===== src/rtl/rx_iq_pkg.sv =====
package rx_iq_pkg;
    parameter int SAMP_W   = 22;
    parameter int GAIN_W   = 8;
    parameter int SLIM_S_W = 15;
    localparam int WIDE_W  = SAMP_W + 2 + GAIN_W;
    localparam int SLIM_W  = SLIM_S_W + 1;
    localparam int FRAME_W = 2 * WIDE_W;
    localparam int CNT_W   = $clog2(FRAME_W);

    typedef struct packed {
        logic [SAMP_W-1:0] i;
        logic [SAMP_W-1:0] q;
        logic              chg;
        logic [GAIN_W-1:0] gain;
    } sample_t;
endpackage


===== src/rtl/rx_iq_round.sv =====
module rx_iq_round #(
    parameter int IN_W  = 22,
    parameter int OUT_W = 15
) (
    input  logic [IN_W-1:0]  s_in,
    output logic [OUT_W-1:0] s_out
);
    localparam int DROP = IN_W - OUT_W;
    localparam logic [IN_W:0] HALF = (IN_W+1)'(1) << (DROP - 1);

    logic [IN_W:0] sum;
    logic          ovf;

    always_comb begin
        sum   = {s_in[IN_W-1], s_in} + HALF;
        ovf   = (sum[IN_W:IN_W-1] == 2'b01);
        s_out = ovf ? {1'b0, {(OUT_W-1){1'b1}}} : sum[IN_W-1:DROP];
    end
endmodule


===== src/rtl/rx_iq_fmt.sv =====
module rx_iq_fmt
    import rx_iq_pkg::*;
(
    input  sample_t                smp,
    input  logic                   wide,
    input  logic                   single,
    output logic [FRAME_W-1:0]     frame0,
    output logic [WIDE_W-1:0]      frame1,
    output logic [CNT_W-1:0]       last_idx
);
    logic [SAMP_W-1:0] rail   [2];
    logic [WIDE_W-1:0] wword  [2];
    logic [SLIM_W-1:0] sword  [2];

    assign rail[0] = smp.i;
    assign rail[1] = smp.q;

    for (genvar r = 0; r < 2; r++) begin : g_rail
        logic [SLIM_S_W-1:0] rnd;
        rx_iq_round #(.IN_W(SAMP_W), .OUT_W(SLIM_S_W)) u_round (
            .s_in  (rail[r]),
            .s_out (rnd)
        );
        assign wword[r] = {rail[r], 1'b0, smp.chg, smp.gain};
        assign sword[r] = {rnd, smp.chg};
    end

    always_comb begin
        frame0   = '0;
        frame1   = '0;
        last_idx = '0;
        unique case ({wide, single})
            2'b11: begin
                frame0   = {wword[0], wword[1]};
                last_idx = CNT_W'(2 * WIDE_W - 1);
            end
            2'b10: begin
                frame0[FRAME_W-1 -: WIDE_W] = wword[0];
                frame1                      = wword[1];
                last_idx                    = CNT_W'(WIDE_W - 1);
            end
            2'b01: begin
                frame0[FRAME_W-1 -: 2*SLIM_W] = {sword[0], sword[1]};
                last_idx                      = CNT_W'(2 * SLIM_W - 1);
            end
            default: begin
                frame0[FRAME_W-1 -: SLIM_W] = sword[0];
                frame1[WIDE_W-1 -: SLIM_W]  = sword[1];
                last_idx                    = CNT_W'(SLIM_W - 1);
            end
        endcase
    end
endmodule


===== src/rtl/rx_iq_serializer.sv =====
module rx_iq_serializer
    import rx_iq_pkg::*;
(
    input  logic              clk,
    input  logic              rst_n,
    input  logic              in_valid,
    input  logic [SAMP_W-1:0] in_i,
    input  logic [SAMP_W-1:0] in_q,
    input  logic              in_gain_chg,
    input  logic [GAIN_W-1:0] in_gain,
    input  logic              cfg_wide,
    input  logic              cfg_single,
    output logic              lane0_dout,
    output logic              lane1_dout,
    output logic              frame_strobe,
    output logic              overflow
);
    typedef struct packed {
        logic [FRAME_W-1:0] sh0;
        logic [WIDE_W-1:0]  sh1;
        logic [CNT_W-1:0]   cnt;
        logic               active;
        logic               strobe;
        logic               ovf;
        logic               hold_v;
        sample_t            hold;
    } state_t;

    state_t d, q;

    sample_t            in_smp;
    sample_t            ld_smp;
    logic               ld;
    logic               boundary;
    logic [FRAME_W-1:0] f0;
    logic [WIDE_W-1:0]  f1;
    logic [CNT_W-1:0]   f_last;

    assign in_smp = '{i: in_i, q: in_q, chg: in_gain_chg, gain: in_gain};

    rx_iq_fmt u_fmt (
        .smp      (ld_smp),
        .wide     (cfg_wide),
        .single   (cfg_single),
        .frame0   (f0),
        .frame1   (f1),
        .last_idx (f_last)
    );

    always_comb begin
        d        = q;
        d.strobe = 1'b0;
        d.ovf    = 1'b0;
        d.sh0    = q.sh0 << 1;
        d.sh1    = q.sh1 << 1;
        boundary = !q.active || (q.cnt == '0);
        ld       = 1'b0;
        ld_smp   = in_smp;

        if (boundary) begin
            d.active = 1'b0;
            if (q.hold_v) begin
                ld       = 1'b1;
                ld_smp   = q.hold;
                d.hold_v = in_valid;
                if (in_valid) d.hold = in_smp;
            end else if (in_valid) begin
                ld = 1'b1;
            end
        end else begin
            d.cnt = q.cnt - 1'b1;
            if (in_valid) begin
                if (!q.hold_v) begin
                    d.hold_v = 1'b1;
                    d.hold   = in_smp;
                end else begin
                    d.ovf = 1'b1;
                end
            end
        end

        if (ld) begin
            d.sh0    = f0;
            d.sh1    = f1;
            d.cnt    = f_last;
            d.active = 1'b1;
            d.strobe = 1'b1;
        end
    end

    always_ff @(posedge clk or negedge rst_n) begin
        if (!rst_n) q <= '0;
        else        q <= d;
    end

    assign lane0_dout   = q.sh0[FRAME_W-1];
    assign lane1_dout   = q.sh1[WIDE_W-1];
    assign frame_strobe = q.strobe;
    assign overflow     = q.ovf;
endmodule



===== config.mk =====
export PLATFORM = sky130hd
export DESIGN_NAME = rx_iq_serializer
export DESIGN_NICKNAME = d
export VERILOG_FILES = /design/src/rtl/rx_iq_pkg.sv /design/src/rtl/rx_iq_round.sv /design/src/rtl/rx_iq_fmt.sv /design/src/rtl/rx_iq_serializer.sv
export SDC_FILE = /design/constraint.sdc
export NUM_CORES = 1
export LEC_CHECK = 0
export ABC_AREA = 0
export BUFFER_PORTS_ARGS = -buffer_cell sky130_fd_sc_hd__buf_4
export CORE_ASPECT_RATIO = 2
export CORE_MARGIN = 4
export CORE_UTILIZATION = 48
export DETAILED_ROUTE_END_ITERATION = 10
export PLACE_DENSITY = 0.64
export SYNTH_ARGS = -nofsm -noshare
export SYNTH_HDL_FRONTEND = slang
export SYNTH_SLANG_ARGS = --single-unit
export TNS_END_PERCENT = 50

===== constraint.sdc =====
create_clock -name clk -period 5.1 [get_ports clk]
set_clock_uncertainty 0.15 [all_clocks]
set_input_delay 1.53 -clock clk [delete_from_list [all_inputs] [get_ports clk]]
set_output_delay 1.53 -clock clk [all_outputs]
set_load 0.02 [all_outputs]

==> impl_metrics.yaml <==
yosys:
  syn_nets: 838
  ys.flop_type: "dfrtp_1"
  synth_edf_count: 0
  synth_seq_cells: 159
  ys_warn_count: 0
  synth.most_common_cell: "dfrtp_1"
  netlist_area_um2: 8010
  synth_area_per_cell_um2: 10.3
  netlist_instances: 777
  ys_async_sr_fraction: 1.00
  seq_area_frac_synth: 0.497
  synth.top_cell.area_share: 0.497
  synth_cell_types: 59
  synth.area.top_cells: "dfrtp_1 (50%), mux2_2 (8.3%), mux2i_1 (6.5%)"
  synth_top_cell_by_area: "dfrtp_1"
  synth_commonest_cells: "dfrtp_1 (159), nand2_1 (111), o21ai_0 (78)"
power_and_ir_drop:
  power.leakage_nw: 3.99
  clockPowerShare: 0.296
  powerDensity_nw_per_um2: 445
  pwr-share-comb: 0.224
  p_int_w: 0.00284
  ir_drop_v: 0.000264
  switching_share: 0.308
  power_frac_seq: 0.480
  p_sw_w: 0.00126
worst_setup_path:
  critPathMaxStageDelay_ns: 0.70
  cp.arrival_ns: 4.06
  cpMaxStageDelayCell: "a211oi_1"
  cp-startpoint: "q[61]"
  path_common_cell: "buf_4"
  end_kind: "flip-flop"
  critPathBufInv: 2
  crit_family: "compound AO/OA/AOI/OAI gates"
  start_kind: "flip-flop"
  r2r_start: "q[61]"
  crit_fanout: 22
  path_cells: "or3_4, o21ai_4, buf_4, mux2_2, ha_1, nand2_1, mux2i_1, nand4_1, a211oi_1, buf_4, nor2_1, a21oi_1"
  cp_data_required_time_ns: 5.30
  path_class: "reg -> reg"
floorplan:
  die_h_um: 191
  initial_core_util: 0.490
  core-area_um2: 16400
  fp.dieW_um: 99.3
  die_area_um2: 18900
  io_pins: 62
  placement_rows: 66
min_path:
  hp-start: "q[146]"
  hold_path_class: "reg -> reg"
timing:
  timing.fmax_ghz: 0.259
  tightestPinTransition_ns: 0.926
  report.final.slew_viol_count: 0
  finalCritPeriodShare: 0.758
  setup_viol: 0
  relSlewSlack: 0.380
  setup_tns_ns: 0
  hold_viol: 0
  rsz0062_at_grt: "false"
  hold_slack_ns: 0.292
  period_minus_slack_ns: 3.86
place:
  routabilityCongestion: 0.875
  dpl.hpwl_um: 15700
  port-buffer-count: 61
drt:
  drc: 0
  drt-total-wl_um: 21600
  dr_total_vias: 6431
  wl_per_cell_um: 20.7
  via_per_inst: 6.14
  drt_iter0_drc: 404
  drt-pass1-iter-count: 7
  postRouteAntennaNets: 0
final_layout:
  nNetsFinal: 891
  drive_above_1_share: 0.211
  syn_to_final_growth_pct: 15.0
  antenna_cells: 0
  fillers: 1476
clocking:
  post_cts_resize_count: 0
  cts-root-buf: "clkbuf_16"
  cts_tree: "done"
  clkLatencyLatePin_ns: 0.43
  cts_sinks: 159
  cts_hold_buf: 0
  cts.htree.levels: 4
  clockBufferDepth: 2
  post_cts_buffers: 0
  cts_buffers: 17
  path_clk_slew_ns: 0.07
global_route:
  overflow: 0
  antenna_found_initial: 0
  grt_pass1_wl_um: 34500
  grt_max_degree: 89
  grt_pass1_vias: 6783
  grt_usage: 0.235
outcome:
  outcome: "finished clean"
flow_run:
  cap_violations: 0
[final timing paths]
check / end / slack, ns / cells past startpoint
worst min-delay path: q[147] / 0.29 / 2
worst min register to register: q[147] / 0.29 / 2
min in group asynchronous: frame_strobe / 1.00 / 1
max in group asynchronous: q[90] / 2.91 / 2
worst max-delay path: q[156] / 1.24 / 12
worst max register to register: q[156] / 1.24 / 12
[metal layers]
metal,global-route usage,up-vias,part of all wire
met1,0.244,3198,0.36
met2,0.423,238,0.54
met4,0.158,0,0.067
met3,0.0414,82,0.038
met5,0,-,0
li1,-,2913,-
[logic make-up after synthesis]
family	share of synthesized area
fa+ha+maj	0.00594
simple gates	0.138
xor+xnor	0.0295
flops	0.497
mux	0.148
buf+inv	0.0352
compound gates	0.146
[power groups by stage]
stage	Combinational, W	Sequential (W)	Clock (W)
after floorplan	0.000669	0.00190	0
after global placement	0.000885	0.00196	0
after detailed placement	0.000919	0.00198	0
after CTS	0.000923	0.00196	0.00124
after global routing	0.00101	0.00201	0.00129
final	0.000917	0.00197	0.00122
[layout make-up]
type	count	area [µm²]	area share
Tap cell	204	255	0.0277
Multi-Input combinational cell	559	3750	0.407
Timing Repair Buffer	80	617	0.0670
Sequential cell	159	3980	0.432
Inverter	13	48.8	0.00530
Clock buffer	18	429	0.0466
Clock inverter	14	131	0.0143
[placed cells by master (no fill, tap or decap), types with 3 or more instances in the layout]
cell,count
dfrtp_1,159
mux2i_1,52
xnor2_1,18
a2111oi_0,6
nand2_1,109
nor4_1,7
o22ai_1,9
nand4_1,6
nor2_1,50
inv_1,13
mux2_2,59
ha_1,3
a221o_1,21
o21ai_0,78
and4_1,5
and3_1,7
or3_1,5
nand3_1,19
o2bb2ai_1,3
and2_1,4
o21a_1,6
nor3_1,13
nand3b_1,3
clkinvlp_4,4
inv_6,5
a32o_1,5
buf_4,78
a21oi_1,17
nand4b_1,3
clkbuf_16,17
a31oi_1,7
a211oi_1,3
xor2_1,9
[tightest hold or removal path, cell delays in order, from the launching register on]
cell and delay (ns):
dfrtp_1 0.32, nand2_1 0.04, nand2_1 0.04
[flip-flops by register name, indices dropped and copies added (netlist names)]
name	flops
frame_strobe	1
lane0_dout	1
lane1_dout	1
overflow	1
q	155
[through the flow]
step	instance area, µm²	power, W	cells	setup slack (ns)	utilization
after floorplan	8010	0.00257	777	1.45	-
after global placement	8650	0.00285	1015	1.03	0.529
after detailed placement	8650	0.00290	1015	0.966	0.529
after CTS	9210	0.00413	1047	1.27	0.563
after global routing	9210	0.00432	1047	0.853	0.563
final	9210	0.00410	1047	1.24	0.563
No activity file was read; power rests on OpenSTA's default activity.
